**src/rtl/nsq_pkg.sv**
```systemverilog
package nsq_pkg;
  typedef enum logic [1:0] {
    K_CMD   = 2'd0,
    K_ADDR  = 2'd1,
    K_WRITE = 2'd2,
    K_READ  = 2'd3
  } kind_e;

  typedef enum logic [1:0] {
    S_IDLE = 2'd0,
    S_RUN  = 2'd1,
    S_DONE = 2'd2
  } state_e;

  localparam int NUM_WIN = 4;
  localparam int W_CS  = 0;
  localparam int W_ADV = 1;
  localparam int W_WE  = 2;
  localparam int W_OE  = 3;
endpackage

```
**src/rtl/nsq_window.sv**
```systemverilog
module nsq_window #(
  parameter int TW = 4
) (
  input  logic          en,
  input  logic [TW-1:0] cnt,
  input  logic [TW-1:0] t_on,
  input  logic [TW-1:0] t_off,
  output logic          act
);
  // Active from the on count up to, not including, the off count.
  assign act = en && (cnt >= t_on) && (cnt < t_off);
endmodule

```
**src/rtl/nsq_sync.sv**
```systemverilog
module nsq_sync #(
  parameter int STAGES = 2
) (
  input  logic clk,
  input  logic rst_n,
  input  logic d,
  output logic q
);
  logic [STAGES-1:0] sr;

  always_ff @(posedge clk or negedge rst_n) begin
    if (!rst_n) sr <= '1;
    else        sr <= {sr[STAGES-2:0], d};
  end

  assign q = sr[STAGES-1];
endmodule

```
**src/rtl/nand_strobe_seq.sv**
```systemverilog
module nand_strobe_seq
  import nsq_pkg::*;
#(
  parameter int TW          = 4,
  parameter int DW          = 8,
  parameter int CS_INDEX    = 0,
  parameter int SYNC_STAGES = 2
) (
  input  logic          clk,
  input  logic          rst_n,
  input  logic          req_valid,
  output logic          req_ready,
  input  logic [1:0]    req_kind,
  input  logic [DW-1:0] req_byte,
  input  logic [TW-1:0] t_cs_on,
  input  logic [TW-1:0] t_cs_wr_off,
  input  logic [TW-1:0] t_cs_rd_off,
  input  logic [TW-1:0] t_adv_on,
  input  logic [TW-1:0] t_adv_wr_off,
  input  logic [TW-1:0] t_we_on,
  input  logic [TW-1:0] t_we_off,
  input  logic [TW-1:0] t_oe_on,
  input  logic [TW-1:0] t_oe_off,
  input  logic          csv_wr_en,
  input  logic          csv_wr_val,
  output logic          done,
  output logic [DW-1:0] rd_byte,
  input  logic          rb_n,
  output logic          flash_ready,
  output logic          ce_n,
  output logic          cle,
  output logic          ale,
  output logic          we_n,
  output logic          re_n,
  output logic [DW-1:0] dq_out,
  output logic          dq_oe,
  input  logic [DW-1:0] dq_in
);
  localparam logic CSV_RESET = (CS_INDEX == 0);

  function automatic logic [TW-1:0] tmax(input logic [TW-1:0] a, input logic [TW-1:0] b);
    return (a > b) ? a : b;
  endfunction

  state_e        state;
  kind_e         kind_q;
  logic [DW-1:0] byte_q;
  logic [TW-1:0] cnt;
  logic [TW-1:0] cs_on_q, cs_wr_q, cs_rd_q, adv_on_q, adv_off_q;
  logic [TW-1:0] we_on_q, we_off_q, oe_on_q, oe_off_q;
  logic          csv_q;
  logic [DW-1:0] rd_q;

  logic          run, is_rd, is_ca;
  logic [TW-1:0] end_cnt;
  logic          last;
  logic          cap;

  logic [TW-1:0] w_on  [NUM_WIN];
  logic [TW-1:0] w_off [NUM_WIN];
  logic          w_en  [NUM_WIN];
  logic          w_act [NUM_WIN];

  assign run   = (state == S_RUN) && csv_q;
  assign is_rd = (kind_q == K_READ);
  assign is_ca = (kind_q == K_CMD) || (kind_q == K_ADDR);

  always_comb begin
    if (is_rd) end_cnt = tmax(cs_rd_q, oe_off_q);
    else       end_cnt = tmax(tmax(cs_wr_q, we_off_q), is_ca ? adv_off_q : '0);
  end

  assign last = ({1'b0, cnt} + 1'b1) >= {1'b0, end_cnt};

  // Window routing per cycle kind.
  always_comb begin
    w_on[W_CS]   = cs_on_q;
    w_off[W_CS]  = is_rd ? cs_rd_q : cs_wr_q;
    w_en[W_CS]   = run;
    w_on[W_ADV]  = adv_on_q;
    w_off[W_ADV] = adv_off_q;
    w_en[W_ADV]  = run && is_ca;
    w_on[W_WE]   = we_on_q;
    w_off[W_WE]  = we_off_q;
    w_en[W_WE]   = run && !is_rd;
    w_on[W_OE]   = oe_on_q;
    w_off[W_OE]  = oe_off_q;
    w_en[W_OE]   = run && is_rd;
  end

  for (genvar g = 0; g < NUM_WIN; g++) begin : g_win
    nsq_window #(.TW(TW)) u_win (
      .en   (w_en[g]),
      .cnt  (cnt),
      .t_on (w_on[g]),
      .t_off(w_off[g]),
      .act  (w_act[g])
    );
  end

  assign cap = run && is_rd && (oe_on_q < oe_off_q) &&
               (({1'b0, cnt} + 1'b1) == {1'b0, oe_off_q});

  always_ff @(posedge clk or negedge rst_n) begin
    if (!rst_n) csv_q <= CSV_RESET;
    else if (csv_wr_en) csv_q <= csv_wr_val;
  end

  always_ff @(posedge clk or negedge rst_n) begin
    if (!rst_n) begin
      state     <= S_IDLE;
      kind_q    <= K_CMD;
      byte_q    <= '0;
      cnt       <= '0;
      cs_on_q   <= '0;
      cs_wr_q   <= '0;
      cs_rd_q   <= '0;
      adv_on_q  <= '0;
      adv_off_q <= '0;
      we_on_q   <= '0;
      we_off_q  <= '0;
      oe_on_q   <= '0;
      oe_off_q  <= '0;
    end else begin
      case (state)
        S_IDLE: if (req_valid) begin
          kind_q    <= kind_e'(req_kind);
          byte_q    <= req_byte;
          cnt       <= '0;
          cs_on_q   <= t_cs_on;
          cs_wr_q   <= t_cs_wr_off;
          cs_rd_q   <= t_cs_rd_off;
          adv_on_q  <= t_adv_on;
          adv_off_q <= t_adv_wr_off;
          we_on_q   <= t_we_on;
          we_off_q  <= t_we_off;
          oe_on_q   <= t_oe_on;
          oe_off_q  <= t_oe_off;
          state     <= csv_q ? S_RUN : S_DONE;
        end
        S_RUN: begin
          if (last) state <= S_DONE;
          else      cnt   <= cnt + 1'b1;
        end
        default: state <= S_IDLE;
      endcase
    end
  end

  always_ff @(posedge clk or negedge rst_n) begin
    if (!rst_n)   rd_q <= '0;
    else if (cap) rd_q <= dq_in;
  end

  nsq_sync #(.STAGES(SYNC_STAGES)) u_rb_sync (
    .clk  (clk),
    .rst_n(rst_n),
    .d    (rb_n),
    .q    (flash_ready)
  );

  assign req_ready = (state == S_IDLE);
  assign done      = (state == S_DONE);
  assign rd_byte   = rd_q;
  assign ce_n      = !w_act[W_CS];
  assign cle       = w_act[W_ADV] && (kind_q == K_CMD);
  assign ale       = w_act[W_ADV] && (kind_q == K_ADDR);
  assign we_n      = !w_act[W_WE];
  assign re_n      = !w_act[W_OE];
  assign dq_oe     = run && !is_rd;
  assign dq_out    = byte_q;
endmodule

```
**config.mk**
```make
export PLATFORM = sky130hd
export DESIGN_NAME = nand_strobe_seq
export DESIGN_NICKNAME = d
export VERILOG_FILES = /design/src/rtl/nsq_pkg.sv /design/src/rtl/nsq_window.sv /design/src/rtl/nsq_sync.sv /design/src/rtl/nand_strobe_seq.sv
export SDC_FILE = /design/constraint.sdc
export NUM_CORES = 1
export LEC_CHECK = 0
export BUFFER_PORTS_ARGS = -buffer_cell sky130_fd_sc_hd__clkbuf_2
export CAP_MARGIN = 25
export CORE_MARGIN = 2
export CORE_UTILIZATION = 50
export DETAILED_ROUTE_END_ITERATION = 12
export GPL_TIMING_DRIVEN = 0
export PLACE_DENSITY = 0.74
export SYNTH_ARGS = -nofsm -noshare
export SYNTH_HDL_FRONTEND = slang
export SYNTH_SLANG_ARGS = --single-unit
```
**constraint.sdc**
```tcl
create_clock -name clk -period 4.93 [get_ports clk]
set_clock_uncertainty 0.2 [all_clocks]
set_input_delay 0.7395 -clock clk [delete_from_list [all_inputs] [get_ports clk]]
set_output_delay 0.7395 -clock clk [all_outputs]
set_load 0.02 [all_outputs]
```
==> results.py, run 1 <==
metrics = {
    "status": {
        "status": "finished clean",
    },
    "timing": {
        "drv_slew": 0,
        "max_freq_mhz": 214.3,
        "final_hold_viol_count": 0,
        "maxSlewHeadroom": 0.4280,
        "setup-violations-final": 0,
        "holdWs_ns": 0.1701,
        "finalCritPeriodShare": 0.9464,
        "fin_tns_setup_ns": 0,
        "finalWorstPathRequiredPeriod_ns": 4.666,
        "rsz0062_at_grt": "false",
        "worst_pin_slew_ns": 0.8581,
    },
    "placement": {
        "gp_congestion": 0.8730,
        "port_buffers": 84,
        "hpwlAfterDp_um": 6812,
    },
    "critical_path": {
        "cp-start-kind": "flip-flop",
        "reg2reg_to": "cnt[3]",
        "r2r_setup_slack_ns": 0.26,
        "rr_worst_depth": 17,
        "cp_max_fo": 5,
        "cp-end-kind": "flip-flop",
        "worstPathArrival_ns": 4.70,
        "required_ns": 4.96,
        "reg2reg_from": "cs_wr_q[3]",
        "crit_type": "flip-flop to flip-flop",
    },
    "synthesis": {
        "synth_warnings": 0,
        "syn_area_mm2": 0.003899,
        "synth_fp_nets": 495,
        "synth_seq_area_share": 0.4053,
        "synth_flop_cell": "dfrtp_1",
        "syn_inst": 386,
        "syn_avg_cell_area_um2": 10.10,
        "ys_async_sr_fraction": 1.000,
        "ys_types": 51,
        "synth-seq-cells": 63,
        "synth-edff-count": 0,
    },
    "detailed_routing": {
        "routed_via_density": 5.425,
        "drt_wl_total_um": 9377,
        "postRouteAntennaNets": 0,
        "drc": 0,
        "drtIter0Drc": 220,
        "wl_per_cell_um": 15.89,
        "dr.pass1.iters": 4,
        "vias": 3201,
    },
    "grt": {
        "grt_max_degree": 64,
        "overflow": 0,
        "grt_pass1_wl_um": 15730,
        "track_usage": 0.2345,
        "grt_pass1_vias": 3273,
        "antenna_found_initial": 0,
    },
    "clocking": {
        "insertion_delay_ns": 0.35,
        "cts.sinks": 63,
        "path_clk_slew_ns": 0.08,
        "ctsLongestPathBuffers": 2,
        "cts_tree": "built",
        "cts-htree-levels": 3,
        "cts_root_buf": "clkbuf_8",
        "numCtsBuffers": 9,
        "cts_hold_buf": 0,
    },
    "flow_run": {
        "max_cap_violations": 0,
    },
    "floorplanning": {
        "io_pins": 85,
        "start_util": 0.5098,
        "rows": 32,
        "die_area_mm2": 0.008520,
        "dieHeight_um": 92.31,
        "die_w_um": 92.31,
        "core_area_mm2": 0.007647,
    },
    "power_and_ir_drop": {
        "power.switching_mw": 1.520,
        "leakage_nw": 2.410,
        "p_sw_frac": 0.4324,
        "pwr-share-clk": 0.164,
        "power_density_mw_per_mm2": 743.1,
        "vdd_drop_max_uv": 384.0,
        "p_seq_frac": 0.265,
        "p_int_mw": 1.995,
        "power_frac_comb": 0.571,
    },
    "finish": {
        "post-route-util": 0.6185,
        "nFillCells": 661,
        "final_cell_mix": "83 x clkbuf_2, 60 x dfrtp_1, 49 x ha_1",
        "diodes": 0,
        "final_common_cell": "clkbuf_2",
        "syn_to_final_growth_pct": 21.31,
        "final_nets": 592,
        "drive_gt1_frac": 0.2889,
    },
    "worst_hold_path": {
        "hp-class": "flip-flop to flip-flop",
        "whs_path_depth": 0,
        "hold_path_startpoint": "u_rb_sync.sr[0]",
        "hold_end": "u_rb_sync.sr[1]",
    },
}
stage by stage:
stage	power (mW)	std cells	setup WS (ns)	area, um^2
final	3.515	590	0.2643	4730
after global routing	3.843	590	0.04769	4730
after CTS	3.449	588	0.1694	4703
after detailed placement	2.849	572	0.2277	4449
after global placement	2.753	572	0.3615	4447
after floorplan	2.354	386	0.7641	3899
cells by family after synthesis:
logic type / synth area share
mux: 0.1149
fa+ha+maj: 0.1573
flops: 0.4053
simple gates: 0.1245
xor+xnor: 0.01123
compound gates: 0.1425
buf+inv: 0.04429
per-layer routing:
layer  global-route usage  routed length [um]  share of wire  up-vias
met3              0.05614                 483          0.052       14
met2               0.3790                4419           0.47       98
li1                     -                   -              -     1557
met5                    0                   0              0        -
met4              0.06841                 158          0.017        0
met1               0.3151                4316           0.46     1532
critical path: stages, from the launching register on:
cell,delay (ns)
dfrtp_1,0.46
ha_1,0.37
a21oi_1,0.36
nor2_1,0.16
a32oi_1,0.25
nand2_1,0.10
ha_1,0.32
nor2b_1,0.15
o211a_1,0.23
o211ai_1,0.34
o2bb2ai_1,0.17
nand3_1,0.09
ha_1,0.27
nand2b_1,0.14
a21o_1,0.20
a211oi_2,0.29
nor2_1,0.14
a211o_1,0.30
cell type report:
class | count | area, um^2 | share of cell area
Clock inverter | 6 | 116.4 | 0.02460
Sequential cell | 63 | 1580 | 0.3341
Buffer | 12 | 56.30 | 0.01190
Multi-Input combinational cell | 280 | 2157 | 0.4561
Timing Repair Buffer | 86 | 437.9 | 0.09259
Tap cell | 102 | 127.6 | 0.02698
Inverter | 31 | 116.4 | 0.02460
Clock buffer | 10 | 137.6 | 0.02910
how the worst max path moves through the flow:
stage / from / to / slack, ns / depth (start not counted)
2_1_floorplan: cs_wr_q[1] / cnt[3] / 0.76 / 17
3_3_place_gp: cs_wr_q[1] / cnt[3] / 0.36 / 17
3_5_place_dp: we_off_q[1] / cnt[3] / 0.23 / 18
4_1_cts: we_off_q[1] / cnt[3] / 0.17 / 18
5_1_grt: we_off_q[1] / cnt[3] / 0.05 / 18
6_report: cs_wr_q[3] / cnt[3] / 0.26 / 17
registers in the layout, summed over array words and instances (netlist names), 2 cells and up:
name / count
adv_off_q: 4
adv_on_q: 4
cnt: 4
cs_on_q: 4
cs_rd_q: 4
cs_wr_q: 4
dq_out: 8
kind_q: 2
oe_off_q: 4
oe_on_q: 4
rd_byte: 8
state: 2
u_rb_sync.sr: 2
we_off_q: 4
we_on_q: 4
power groups by stage:
stage	logic (mW)	clock network, mW	registers [mW]
final	2.01	0.575	0.931
after global routing	2.28	0.609	0.958
after CTS	1.94	0.586	0.928
after detailed placement	1.92	0	0.932
after global placement	1.83	0	0.923
after floorplan	1.43	0	0.925
repair_timing:
item                       CTS  global route
hold endpoints to repair     0             0
resized for setup            0             3
setup endpoints to repair    0             5
buffers inserted             0             2
synth_stat cells (2+ instances only):
| master | n | area, um^2 |
|---|---|---|
| dfrtp_1 | 60 | 1501 |
| o21a_1 | 2 | 15.01 |
| a21oi_1 | 11 | 55.05 |
| nand4_1 | 3 | 18.77 |
| o21ai_0 | 37 | 185.2 |
| o211ai_1 | 3 | 22.52 |
| nor3_1 | 6 | 30.03 |
| nand2b_1 | 9 | 56.30 |
| mux2_2 | 22 | 247.7 |
| clkbuf_1 | 10 | 37.54 |
| dfstp_2 | 3 | 78.83 |
| xnor2_1 | 3 | 26.28 |
| mux2_4 | 8 | 120.1 |
| nor2b_1 | 5 | 31.28 |
| a22oi_1 | 3 | 22.52 |
| nor2_1 | 13 | 48.80 |
| mux2i_1 | 8 | 80.08 |
| or4_1 | 2 | 15.01 |
| nand3_1 | 3 | 15.01 |
| and2_1 | 2 | 12.51 |
| nand2_1 | 48 | 180.2 |
| a21o_1 | 12 | 90.09 |
| inv_1 | 31 | 116.4 |
| o22a_1 | 3 | 26.28 |
| ha_1 | 49 | 613.1 |
| a32oi_1 | 3 | 26.28 |
| xor2_1 | 2 | 17.52 |
| a211oi_1 | 2 | 15.01 |
Power figures use the tool's default switching activity.
==> run 2: changes to the inputs <==
--- a/config.mk
+++ b/config.mk
@@ -8,10 +8,9 @@
 export BUFFER_PORTS_ARGS = -buffer_cell sky130_fd_sc_hd__clkbuf_2
 export CAP_MARGIN = 25
 export CORE_MARGIN = 2
-export CORE_UTILIZATION = 50
+export CORE_UTILIZATION = 25
 export DETAILED_ROUTE_END_ITERATION = 12
 export GPL_TIMING_DRIVEN = 0
-export PLACE_DENSITY = 0.74
 export SYNTH_ARGS = -nofsm -noshare
 export SYNTH_HDL_FRONTEND = slang
 export SYNTH_SLANG_ARGS = --single-unit
==> constraint.sdc (replaced) <==
create_clock -name clk -period 5.65 [get_ports clk]
set_clock_uncertainty 0.2 [all_clocks]
set_input_delay 0.8475 -clock clk [delete_from_list [all_inputs] [get_ports clk]]
set_output_delay 0.8475 -clock clk [all_outputs]
set_load 0.02 [all_outputs]
==> run 2 against run 1 <==
Core utilization is 30 points lower. Hold slack worse by 0.013 ns. Clock-buffer cell count did not move. Die area rose by 95%. Power decreased by 12%. Sequential share of layout area is 0.94 points lower. Clock power hardly changed. Combinational power is 15% lower. Non-clock buffer count fell by 2. Highest routed layer unchanged.
==> results.py, run 2 (synthesis results as in run 1) <==
metrics = {
    "power_and_ir_drop": {
        "vdd_drop_max_uv": 256.8,
        "pwr-share-clk": 0.186,
        "power_frac_comb": 0.552,
        "leakage_nw": 2.414,
        "p_sw_frac": 0.4292,
        "p_int_mw": 1.763,
        "p_seq_frac": 0.262,
        "power.switching_mw": 1.325,
        "total_power_mw": 3.088,
        "power_density_mw_per_mm2": 634.7,
    },
    "clocking": {
        "post_cts_buffers": 0,
        "cts.sinks": 63,
        "insertion_delay_ns": 0.34,
        "numCtsBuffers": 9,
        "cts-htree-levels": 3,
        "cts_hold_buf": 0,
        "cts_root_buf": "clkbuf_16",
        "cts_tree": "built",
        "path_clk_slew_ns": 0.06,
        "ctsLongestPathBuffers": 2,
        "cts_resized": 0,
    },
    "detailed_routing": {
        "wl_per_cell_um": 15.46,
        "postRouteAntennaNets": 0,
        "vias": 3181,
        "drc": 0,
        "drtIter0Drc": 83,
        "routed_via_density": 4.720,
        "drt_wl_total_um": 10420,
        "dr.pass1.iters": 4,
    },
    "critical_path": {
        "required_ns": 5.72,
        "cp-end-kind": "flip-flop",
        "crit_type": "flip-flop to flip-flop",
        "startpoint": "we_off_q[1]",
        "worstPathArrival_ns": 4.93,
        "crit_path_top_delay_cell": "o211ai_1",
        "cp-start-kind": "flip-flop",
        "cp_max_fo": 8,
        "crit_chain": "inv_1, ha_1, nor2b_1, o211ai_1, o22a_1, nand2_1, ha_1, nor2b_1, o211a_1, o211ai_1, o2bb2ai_1, nand3_1, ha_1, nand2b_1, a21o_1, a21o_1, a2111oi_0, a211o_1",
        "slowest_delay_ns": 0.52,
        "rr_worst_depth": 18,
        "cpMostUsedCell": "ha_1",
        "reg2reg_from": "we_off_q[1]",
    },
    "worst_hold_path": {
        "hp-class": "flip-flop to flip-flop",
        "whs_path_depth": 0,
        "hold_path_startpoint": "u_rb_sync.sr[0]",
    },
    "placement": {
        "port_buffers": 84,
        "gp_congestion": 0.8891,
        "hpwlAfterDp_um": 7891,
        "place_area_mm2": 0.004557,
        "dp_cells": 658,
        "dpl_worst_slack_ns": 0.8822,
    },
    "finish": {
        "design_area_mm2": 0.004866,
        "post-route-util": 0.3201,
        "diodes": 0,
        "drive_gt1_frac": 0.2819,
        "syn_to_final_growth_pct": 24.81,
        "final_cell_mix": "83 x clkbuf_2, 60 x dfrtp_1, 49 x ha_1",
        "final_common_cell": "clkbuf_2",
        "nFillCells": 1596,
        "fin_cells": 674,
        "final_nets": 590,
    },
    "grt": {
        "track_usage": 0.1329,
        "grt_pass1_vias": 3309,
        "antenna_found_initial": 0,
        "grt_max_degree": 64,
        "grt_pass1_wl_um": 16790,
        "overflow": 0,
    },
    "timing": {
        "maxSlewHeadroom": 0.4071,
        "finalWorstPathRequiredPeriod_ns": 4.857,
        "post-route-worst-setup-slack_ns": 0.7926,
        "final_hold_viol_count": 0,
        "holdWs_ns": 0.1571,
        "max_freq_mhz": 205.9,
        "drv_slew": 0,
        "finalCritPeriodShare": 0.8597,
        "rsz0062_at_grt": "false",
        "setup-violations-final": 0,
        "fin_tns_setup_ns": 0,
        "worst_pin_slew_ns": 0.8894,
    },
    "floorplanning": {
        "die_area_mm2": 0.01661,
        "core_area_mm2": 0.01520,
        "rows": 45,
        "dieHeight_um": 128.9,
        "io_pins": 85,
        "start_util": 0.2565,
        "die_w_um": 128.9,
    },
    "status": {
        "status": "finished clean",
    },
    "flow_run": {
        "max_cap_violations": 0,
    },
}
-- run 2: cell count changes in the layout (fill, tap and decap cells not counted) --
cell        before  now
a2111oi_2        1    0
a2111oi_0        0    1
a211oi_2         1    0
clkinvlp_4       0    3
inv_6            1    0
bufinv_16        3    1
buf_4            3    1
clkbuf_16        0    9
clkbuf_8        10    1
a211oi_1         1    2
-- run 2: worst paths after layout --
check | slack, ns | to
worst max-delay path | 0.79 | cnt[3]
worst min-delay path | 0.16 | u_rb_sync.sr[1]
worst max register to register | 0.79 | cnt[3]
worst min register to register | 0.16 | u_rb_sync.sr[1]
max in group asynchronous | 4.21 | rd_byte[1]
min in group asynchronous | 0.43 | rd_byte[3]
-- run 2: final cells by class --
class / count / area, um^2 / area share
multi-input combinational: 280 / 2146 / 0.4410
buffer: 12 / 56.30 / 0.01157
clock buffer: 10 / 239.0 / 0.04911
clock inverter: 6 / 70.07 / 0.01440
sequential: 63 / 1580 / 0.3248
inverter: 31 / 116.4 / 0.02391
timing repair buffer: 84 / 422.9 / 0.08691
tap: 188 / 235.2 / 0.04834
-- run 2: metal layers --
metal | global-route usage | vias to the layer above | wire (um)
met2 | 0.2207 | 85 | 4982
li1 | - | 1553 | -
met4 | 0.05754 | 0 | 230
met1 | 0.1636 | 1528 | 4619
met3 | 0.03410 | 15 | 588
met5 | 0 | - | 0
-- run 2: power groups by stage --
stage               sequential (mW)  clock (mW)  combinational, mW
floorplan                     0.807           0               1.25
global route                  0.835       0.604               1.93
detailed placement            0.813           0               1.70
CTS                           0.809       0.587               1.70
global placement              0.808           0               1.61
finish                        0.811       0.574               1.70
-- run 2: critical path, delay by kind of cell (launching register included) --
kind | cells | cell delay, ns
flip-flops | 1 | 0.40
AND/OR/NAND/NOR | 5 | 0.59
adder cells (fa/ha/maj) | 3 | 0.86
AO/OA/AOI/OAI | 9 | 2.60
buffers and inverters | 1 | 0.14
